**src/rtl/cc10_pkg.sv**
```systemverilog
package cc10_pkg;

    localparam int BYTE_W = 8;
    localparam int CRC_W  = 10;
    localparam logic [CRC_W-1:0] CRC_POLY = 10'h233;

    typedef enum logic [2:0] {
        ST_HUNT,
        ST_HEADER,
        ST_PAYLOAD,
        ST_CRC_HI,
        ST_CRC_LO
    } cc10_state_e;

    typedef struct packed {
        logic step;    // advance CRC on this byte
        logic seed;    // start from zero
        logic six;     // only bits 7..2 count
        logic ins_hi;  // merge CRC[9:8] into byte
        logic ins_lo;  // replace byte with CRC[7:0]
    } cc10_ctrl_t;

    // MSB-first update over one byte; with six set the two low bits are skipped
    function automatic logic [CRC_W-1:0] crc10_byte(input logic [CRC_W-1:0] c_in,
                                                    input logic [BYTE_W-1:0] d,
                                                    input logic six);
        logic [CRC_W-1:0] c;
        logic fb;
        c = c_in;
        for (int i = BYTE_W - 1; i >= 0; i--) begin
            if (!(six && i < 2)) begin
                fb = c[CRC_W-1] ^ d[i];
                c  = {c[CRC_W-2:0], 1'b0};
                if (fb) c = c ^ CRC_POLY;
            end
        end
        return c;
    endfunction

endpackage

```
**src/rtl/cc10_crc_unit.sv**
```systemverilog
module cc10_crc_unit
    import cc10_pkg::*;
(
    input  logic              clk,
    input  logic              rst_n,
    input  logic              step,
    input  logic              seed,
    input  logic              six,
    input  logic [BYTE_W-1:0] data,
    output logic [CRC_W-1:0]  crc_q,
    output logic [CRC_W-1:0]  crc_nx
);

    logic [CRC_W-1:0] base;

    always_comb begin
        base   = seed ? '0 : crc_q;
        crc_nx = crc10_byte(base, data, six);
    end

    always_ff @(posedge clk or negedge rst_n) begin
        if (!rst_n) begin
            crc_q <= '0;
        end else if (step) begin
            crc_q <= crc_nx;
        end
    end

endmodule

```
**src/rtl/cc10_cell_fsm.sv**
```systemverilog
module cc10_cell_fsm
    import cc10_pkg::*;
#(
    parameter int CELL_BYTES = 53,
    parameter int HDR_BYTES  = 5,
    parameter int POS_W      = 6
) (
    input  logic             clk,
    input  logic             rst_n,
    input  logic             fire,
    input  logic             soc,
    input  logic             crc_en,
    output cc10_state_e      state_q,
    output logic [POS_W-1:0] pos_q,
    output logic             en_q,
    output cc10_ctrl_t       ctrl
);

    localparam logic [POS_W-1:0] LAST_HDR  = POS_W'(HDR_BYTES - 1);
    localparam logic [POS_W-1:0] FIRST_PAY = POS_W'(HDR_BYTES);
    localparam logic [POS_W-1:0] LAST_PAY  = POS_W'(CELL_BYTES - 3);

    cc10_state_e      state_d;
    logic [POS_W-1:0] pos_d;
    logic             en_d;

    // next state and state register
    always_comb begin
        state_d = state_q;
        pos_d   = pos_q;
        en_d    = en_q;
        if (fire) begin
            unique case (state_q)
                ST_HUNT: begin
                    if (soc) begin
                        state_d = ST_HEADER;
                        pos_d   = POS_W'(1);
                        en_d    = crc_en;
                    end
                end
                ST_HEADER: begin
                    pos_d = pos_q + 1'b1;
                    if (pos_q == LAST_HDR) state_d = ST_PAYLOAD;
                end
                ST_PAYLOAD: begin
                    pos_d = pos_q + 1'b1;
                    if (pos_q == LAST_PAY) state_d = ST_CRC_HI;
                end
                ST_CRC_HI: begin
                    pos_d   = pos_q + 1'b1;
                    state_d = ST_CRC_LO;
                end
                ST_CRC_LO: begin
                    pos_d   = '0;
                    state_d = ST_HUNT;
                end
                default: begin
                    pos_d   = '0;
                    state_d = ST_HUNT;
                end
            endcase
        end
    end

    always_ff @(posedge clk or negedge rst_n) begin
        if (!rst_n) begin
            state_q <= ST_HUNT;
            pos_q   <= '0;
            en_q    <= 1'b0;
        end else begin
            state_q <= state_d;
            pos_q   <= pos_d;
            en_q    <= en_d;
        end
    end

    // outputs decoded from the current state
    always_comb begin
        ctrl = '0;
        unique case (state_q)
            ST_HUNT, ST_HEADER: ;
            ST_PAYLOAD: begin
                ctrl.step = fire;
                ctrl.seed = (pos_q == FIRST_PAY);
            end
            ST_CRC_HI: begin
                ctrl.step   = fire;
                ctrl.six    = 1'b1;
                ctrl.ins_hi = en_q;
            end
            ST_CRC_LO: begin
                ctrl.ins_lo = en_q;
            end
            default: ;
        endcase
    end

endmodule

```
**src/rtl/cell_crc10_inserter.sv**
```systemverilog
module cell_crc10_inserter
    import cc10_pkg::*;
#(
    parameter int CELL_BYTES = 53,
    parameter int HDR_BYTES  = 5
) (
    input  logic              clk,
    input  logic              rst_n,
    input  logic              in_valid,
    output logic              in_ready,
    input  logic [BYTE_W-1:0] in_data,
    input  logic              in_soc,
    input  logic              in_crc_en,
    output logic              out_valid,
    input  logic              out_ready,
    output logic [BYTE_W-1:0] out_data,
    output logic              out_soc
);

    localparam int POS_W = $clog2(CELL_BYTES);

    cc10_state_e      state_q;
    logic [POS_W-1:0] pos_q;
    logic             en_q;
    cc10_ctrl_t       ctrl;
    logic             fire;
    logic [CRC_W-1:0] crc_q;
    logic [CRC_W-1:0] crc_nx;

    assign fire      = in_valid && out_ready;
    assign in_ready  = out_ready;
    assign out_valid = in_valid;
    assign out_soc   = in_soc;

    cc10_cell_fsm #(
        .CELL_BYTES (CELL_BYTES),
        .HDR_BYTES  (HDR_BYTES),
        .POS_W      (POS_W)
    ) u_fsm (
        .clk     (clk),
        .rst_n   (rst_n),
        .fire    (fire),
        .soc     (in_soc),
        .crc_en  (in_crc_en),
        .state_q (state_q),
        .pos_q   (pos_q),
        .en_q    (en_q),
        .ctrl    (ctrl)
    );

    cc10_crc_unit u_crc (
        .clk    (clk),
        .rst_n  (rst_n),
        .step   (ctrl.step),
        .seed   (ctrl.seed),
        .six    (ctrl.six),
        .data   (in_data),
        .crc_q  (crc_q),
        .crc_nx (crc_nx)
    );

    always_comb begin
        if (ctrl.ins_hi) begin
            out_data = {in_data[BYTE_W-1:2], crc_nx[CRC_W-1:CRC_W-2]};
        end else if (ctrl.ins_lo) begin
            out_data = crc_q[BYTE_W-1:0];
        end else begin
            out_data = in_data;
        end
    end

endmodule

```
**config.mk**
```make
export PLATFORM = sky130hd
export DESIGN_NAME = cell_crc10_inserter
export DESIGN_NICKNAME = d
export VERILOG_FILES = /design/src/rtl/cc10_pkg.sv /design/src/rtl/cc10_crc_unit.sv /design/src/rtl/cc10_cell_fsm.sv /design/src/rtl/cell_crc10_inserter.sv
export SDC_FILE = /design/constraint.sdc
export NUM_CORES = 1
export LEC_CHECK = 0
export BUFFER_PORTS_ARGS = -buffer_cell sky130_fd_sc_hd__buf_2
export CAP_MARGIN = 20
export CORE_MARGIN = 1
export CORE_UTILIZATION = 30
export DETAILED_ROUTE_END_ITERATION = 12
export GPL_TIMING_DRIVEN = 0
export PLACE_DENSITY = 0.46
export SYNTH_ARGS = -nofsm -noshare
export SYNTH_HDL_FRONTEND = slang
export SYNTH_SLANG_ARGS = --single-unit
```
**constraint.sdc**
```tcl
create_clock -name clk -period 4.3 [get_ports clk]
set_clock_uncertainty 0.1 [all_clocks]
set_input_delay 0.86 -clock clk [delete_from_list [all_inputs] [get_ports clk]]
set_output_delay 0.86 -clock clk [all_outputs]
set_load 0.02 [all_outputs]
```
# Yosys cells after proc, flatten, opt, wreduce, memory -nomap -nowiden
# Index checks and enable logic that the tools add are counted.
dict set report word_totals {
  reg_bits 20
  inputBits 14
  output_inout_bits 11
  word_cells 61
}
dict set report op_classes {
  addsub 1
  n_eq_ne 10
  mux 23
  bitwise_logic 16
  reduce_logical 7
}
# op n
set op_table {}
lappend op_table {{2-to-1 mux 10 bit} 11}
lappend op_table {{inverter 5 bit} 8}
lappend op_table {{2-to-1 mux 8 bit} 2}
lappend op_table {{equality test 6 x 3 -> 1 bit, second input constant} 2}
lappend op_table {{case mux 3 bit (4 select lines)} 1}
lappend op_table {{case mux 6 bit (2 select lines)} 1}
lappend op_table {{2-to-1 mux 3 bit} 3}
lappend op_table {{XOR 1 bit} 8}
lappend op_table {{adder 6 x 1 -> 6 bit, second input constant} 1}
lappend op_table {{equality test 3 x 2 -> 1 bit, second input constant} 2}
lappend op_table {{equality test 6 bit, second input constant} 1}
lappend op_table {{2-to-1 mux 6 bit} 1}
lappend op_table {{!= test 2 x 1 -> 1 bit, second input constant} 2}
lappend op_table {{AND reduction 4 bit} 1}
lappend op_table {{equality test 3 x 1 -> 1 bit, second input constant} 1}
lappend op_table {{equality test 3 bit, second input constant} 1}
lappend op_table {{zero test 3 bit} 1}
lappend op_table {{2-to-1 mux 1 bit} 3}
lappend op_table {{AND reduction 3 bit} 1}
lappend op_table {{OR reduction 3 bit} 1}
lappend op_table {{2-to-1 mux 2 bit} 1}
lappend op_table {{!= test 2 bit, second input constant} 1}
lappend op_table {{AND reduction 2 bit} 1}
lappend op_table {{OR reduction 2 bit} 1}
lappend op_table {{logical AND 1 bit} 1}

# Longest topological paths before layout
dict set report depth {
  ltp_word 22
  depth_mapped 10
  depth_no_buf 9
}

# By module
# A second synthesis with hierarchy kept.
dict set report unflattened {
  cells_unflattened 179
  area_unflattened_um2 1779.2
}
# module n_inst cells_each area_per_inst_um2 seq_area_each_um2
set modules_own_cells {}
lappend modules_own_cells {cc10_crc_unit 1 87 919.6 250.2}
lappend modules_own_cells {cc10_cell_fsm 1 74 678.2 250.2}
lappend modules_own_cells {cell_crc10_inserter 1 18 181.4 0.0}

# Worst setup path before layout
# Ideal clock, no wire load.
dict set report synth_timing {
  path_type {input -> output}
  startpoint {input port in_data[6]}
  endpoint {output port out_data[1]}
  arrival_time_ps 2256
  required_ps 3340
  setup_slack_ps 1084
  path_stages 7
  n_path_buf 1
  path_cell_list {buf_2 > xnor2_2 > xnor2_4 > xor2_2 > xnor2_1 > xnor2_1 > o21ai_1}
}
dict set report synth_between {
  elab_chain_cells 17
  elab_cells_between_ends 22
  classes_between {mux: 10; bitwise: 12}
}
# item line_no
set synth_lines {}
lappend synth_lines {{start, declared} cell_crc10_inserter.sv:11} ;# input logic [BYTE_W-1:0] in_data,
lappend synth_lines {{XOR 1 bit *} cc10_pkg.sv:32} ;# fb = c[CRC_W-1] ^ d[i];
lappend synth_lines {{2-to-1 mux 10 bit *} cc10_pkg.sv:34} ;# if (fb) c = c ^ CRC_POLY;
lappend synth_lines {{XOR 1 bit} cc10_pkg.sv:32}
lappend synth_lines {{2-to-1 mux 10 bit *} cc10_pkg.sv:34}
lappend synth_lines {{XOR 1 bit} cc10_pkg.sv:32}
lappend synth_lines {{2-to-1 mux 10 bit *} cc10_pkg.sv:34}
lappend synth_lines {{XOR 1 bit} cc10_pkg.sv:32}
lappend synth_lines {{2-to-1 mux 10 bit *} cc10_pkg.sv:34}
lappend synth_lines {{XOR 1 bit} cc10_pkg.sv:32}
lappend synth_lines {{2-to-1 mux 10 bit *} cc10_pkg.sv:34}
lappend synth_lines {{XOR 1 bit} cc10_pkg.sv:32}
lappend synth_lines {{2-to-1 mux 10 bit} cc10_pkg.sv:34}
lappend synth_lines {{2-to-1 mux 10 bit *} cc10_pkg.sv:31} ;# if (!(six && i < 2)) begin
lappend synth_lines {{XOR 1 bit} cc10_pkg.sv:32}
lappend synth_lines {{2-to-1 mux 10 bit} cc10_pkg.sv:34}
lappend synth_lines {{2-to-1 mux 10 bit *} cc10_pkg.sv:31}
lappend synth_lines {{2-to-1 mux 8 bit *} cell_crc10_inserter.sv:63} ;# if (ctrl.ins_hi) begin
lappend synth_lines {{end, declared} cell_crc10_inserter.sv:16} ;# output logic [BYTE_W-1:0] out_data,
# Every way passes the cells marked *; elsewhere a longest branch is shown, timed or not.

# Final worst setup path
dict set report layout_timing {
  startpoint {register u_fsm.pos_q[3]}
  endpoint {output port out_data[1]}
}
dict set report layout_between {
  elab_chain_cells 22
  elab_cells_between_ends 30
  classes_between {eq/ne: 1; mux: 13; bitwise: 16}
}
# item line_no
set layout_lines {}
lappend layout_lines {{start, declared} cc10_cell_fsm.sv:14} ;# output logic [POS_W-1:0] pos_q,
lappend layout_lines {{start signal, assigned} cc10_cell_fsm.sv:72} ;# pos_q <= pos_d;
lappend layout_lines {{equality test 6 x 3 -> 1 bit *} cc10_cell_fsm.sv:84} ;# ctrl.seed = (pos_q == FIRST_PAY);
lappend layout_lines {{2-to-1 mux 1 bit *} cc10_cell_fsm.sv:80} ;# unique case (state_q)
lappend layout_lines {{2-to-1 mux 10 bit *} cc10_crc_unit.sv:17} ;# base = seed ? '0 : crc_q;
lappend layout_lines {{XOR 1 bit or inverter 5 bit (tied branches)} -}
lappend layout_lines {{2-to-1 mux 10 bit *} cc10_pkg.sv:34}
lappend layout_lines {{XOR 1 bit} cc10_pkg.sv:32}
lappend layout_lines {{2-to-1 mux 10 bit *} cc10_pkg.sv:34}
lappend layout_lines {{XOR 1 bit} cc10_pkg.sv:32}
lappend layout_lines {{[... 6 more ...]} -}
lappend layout_lines {{2-to-1 mux 10 bit *} cc10_pkg.sv:34}
lappend layout_lines {{XOR 1 bit} cc10_pkg.sv:32}
lappend layout_lines {{2-to-1 mux 10 bit} cc10_pkg.sv:34}
lappend layout_lines {{2-to-1 mux 10 bit *} cc10_pkg.sv:31}
lappend layout_lines {{XOR 1 bit} cc10_pkg.sv:32}
lappend layout_lines {{2-to-1 mux 10 bit} cc10_pkg.sv:34}
lappend layout_lines {{2-to-1 mux 10 bit *} cc10_pkg.sv:31}
lappend layout_lines {{2-to-1 mux 8 bit *} cell_crc10_inserter.sv:63}
# Marks and branches as above.

==> results.cfg <==
[run_status]
status = finished, final reports clean

[floorplan]
rows = 28
start_util = 0.317
die_x_um = 81.8
num_io_pins = 25
core_mm2 = 0.00603
die-area_mm2 = 0.00668
chipHeight_um = 81.8

[logic_synthesis]
synth_top_flop_cell = dfrtp_1
synth_xor_area_frac = 0.306
synth_top_family_by_area = XOR/XNOR gates
synth_edf_count = 0
synth.mux.area_fraction = 0.0689
synth_simple_gate_area_frac = 0.159
yosysWarnings = 0
async_reset_ff_frac = 1.00
yosysSeqAreaShare = 0.262
synth-compound-area-share = 0.123
netlist_instances = 207
synthAdderAreaFrac = 0.0262
syn-mean-instance-area_um2 = 9.22
synth_seq_cells = 20
synth_nets = 225
synth_cell_types = 43
syn-cell-area_mm2 = 0.00191

[drt]
via_count = 1428
ant_nets = 0
drc = 0
routedWlPerCell_um = 14.6
drt-initial-drc-count = 46
vias_per_cell = 4.64
first_pass_iters = 4
drt_wl_total_mm = 4.50

[cells_and_area]
areaGrowthSynthToFinish_pct = 14.4
final_cell_area_mm2 = 0.00218
final_net_count = 252
antenna_cells = 0
layout-drive-gt1-share = 0.223

[worst_setup_path]
timing.rr.start = u_fsm.pos_q[3]
critical_path_peak_fanout = 6
cp_data_arrival_time_ns = 2.50
end_kind = output port
worstSetupPathType = flop to output port
worstSetupStartpoint = u_fsm.pos_q[3]
critPathLaunchType = flop
crit_required_ns = 3.34

[power_and_ir_drop]
irDropWorstVdd_mv = 0.558
p_leak_nw = 0.980
pwr_density_cell_mw_per_mm2 = 917
p_total_mw = 2.00

[placed_design]
dpl_cell_area_mm2 = 0.00211
hpwl_mm = 3.50
portBuffers = 21
dp_slack_ns = 0.985
gp_congestion = 0.801

[clocking]
postCtsSetupBuffers = 0
cts_buffers = 3
cts_resized = 0
clk_path_buf_depth = 2
numClockSinks = 20
clock_latency_ns = 0.26
path_clk_slew_ns = 0.08
root_buffer = clkbuf_8
cts_max_level = 1
cts_tree = built
postCtsHoldBufs = 0

[sta]
finalMaxSlewViolations = 0
layout_min_cycle_time_ns = 3.46
setup_slack_ns = 0.840
setup_viol = 0
tns_ns = 0
fmax_mhz = 289
whs_ns = 0.441
hold_viol = 0
rsz0062_at_grt = no
min_period_over_period = 0.805
slew_headroom = 0.455
tightest_slew_ns = 0.807

[hold_path]
hold_start = u_fsm.pos_q[5]
hold_class = flop to flop

[global_routing]
gr-usage-all-layers = 0.154
grt_overflow = 0
grt_pass1_vias = 1474
grt_max_degree = 21
grt_pass1_wl_mm = 7.60
antenna_found_initial = 0

[job]
max_cap_viol_count = 0
## cell usage in the layout, fill, tap and decap left out, types with 2 or more instances in the layout
cell type | synthesis | routed
o41ai_1 | 2 | 2
o31ai_1 | 4 | 4
nand2b_1 | 2 | 2
and3_1 | 2 | 2
buf_4 | 3 | 3
nand2_1 | 22 | 22
o21a_1 | 2 | 2
xnor2_2 | 3 | 3
o21ai_1 | 10 | 10
buf_2 | 5 | 27
mux2_2 | 8 | 8
and2_1 | 4 | 4
nor2_1 | 17 | 17
xnor2_1 | 27 | 27
nor2b_1 | 3 | 3
clkbuf_8 | 0 | 3
xor2_1 | 11 | 11
o21ai_0 | 9 | 9
xnor3_1 | 6 | 6
mux2i_1 | 3 | 3
nand3_1 | 4 | 4
a21oi_1 | 8 | 8
dfrtp_1 | 20 | 20
inv_1 | 3 | 3
clkbuf_1 | 7 | 7
ha_1 | 4 | 4
## kinds of logic (layout without fill, tap and decap cells)
logic type      Yosys count  count (layout)
xor+xnor                 50              50
buf+inv                  20              46
simple gates             62              62
flops                    20              20
mux                      12              12
fa+ha+maj                 4               4
compound gates           39              39
## area by class of cell
| class | instances | area [um2] |
|---|---|---|
| buffer | 17 | 92.6 |
| multi-input combinational | 167 | 1300 |
| clock buffer | 3 | 41.3 |
| sequential | 20 | 500 |
| timing repair buffer | 22 | 110 |
| clock inverter | 1 | 30.0 |
| inverter | 3 | 11.3 |
| tap | 75 | 93.8 |
| fill | 635 | 3840 |
## synthesized netlist by cell type (2+ instances only)
master,count,area share
nor2b_1,3,0.0098
xnor3_1,6,0.071
clkbuf_1,7,0.014
mux2_2,8,0.047
nand2_1,22,0.043
xor2_1,11,0.050
o41ai_1,2,0.0092
and2_1,4,0.013
o21ai_0,9,0.024
xnor2_2,3,0.026
xnor2_1,27,0.12
inv_1,3,0.0059
buf_4,3,0.012
ha_1,4,0.026
o31ai_1,4,0.016
o21ai_1,10,0.026
nor2_1,17,0.033
mux2i_1,3,0.016
a21oi_1,8,0.021
dfrtp_1,20,0.26
buf_2,5,0.013
nand3_1,4,0.010
and3_1,2,0.0066
o21a_1,2,0.0079
nand2b_1,2,0.0066
## state kept, by name, indices dropped and copies added (netlist names)
signal,cells
u_crc.crc_q,10
u_fsm.pos_q,6
u_fsm.en_q,1
u_fsm.state_q,3
## per-layer routing
layer / global-route usage / wire length (um)
met1: 0.225 / 2380
met2: 0.240 / 1960
met3: 0.0189 / 131
met4: 0.0333 / 34
met5: 0 / 0
## power breakdown
| part | switching [mW] | leakage (nW) | internal, mW |
|---|---|---|---|
| clock | 0.0699 | 0.0357 | 0.124 |
| sequential | 0.0669 | 0.257 | 0.256 |
| combinational | 0.701 | 0.688 | 0.785 |
| total | 0.838 | 0.980 | 1.16 |
## path summary, 6_finish.rpt
check                                      end  slack [ns]  cells after the start
worst min-delay path            u_fsm.pos_q[5]        0.44                      1
worst max register to register  u_crc.crc_q[5]        1.43                      8
max in group asynchronous       u_crc.crc_q[9]        3.31                      1
min in group asynchronous       u_fsm.pos_q[3]        0.45                      1
worst min register to register  u_fsm.pos_q[5]        0.44                      1
worst max-delay path               out_data[1]        0.84                      8
## worst max-delay path: stages (launching register included)
cell	delay, ns
dfrtp_1	0.45
nor4b_2	0.55
and2_1	0.20
clkbuf_1	0.24
nor2_1	0.15
xnor2_1	0.21
xnor2_1	0.18
o21ai_1	0.10
buf_2	0.16
## metrics by stage
| step | instances | util |
|---|---|---|
| 6_report | 308 | 0.362 |
| 3_3_place_gp | 303 | 0.350 |
| 4_1_cts | 308 | 0.362 |
| 2_1_floorplan | 207 | - |
| 5_1_grt | 308 | 0.362 |
| 3_5_place_dp | 304 | 0.350 |
No activity file was read; power rests on OpenSTA's default activity.
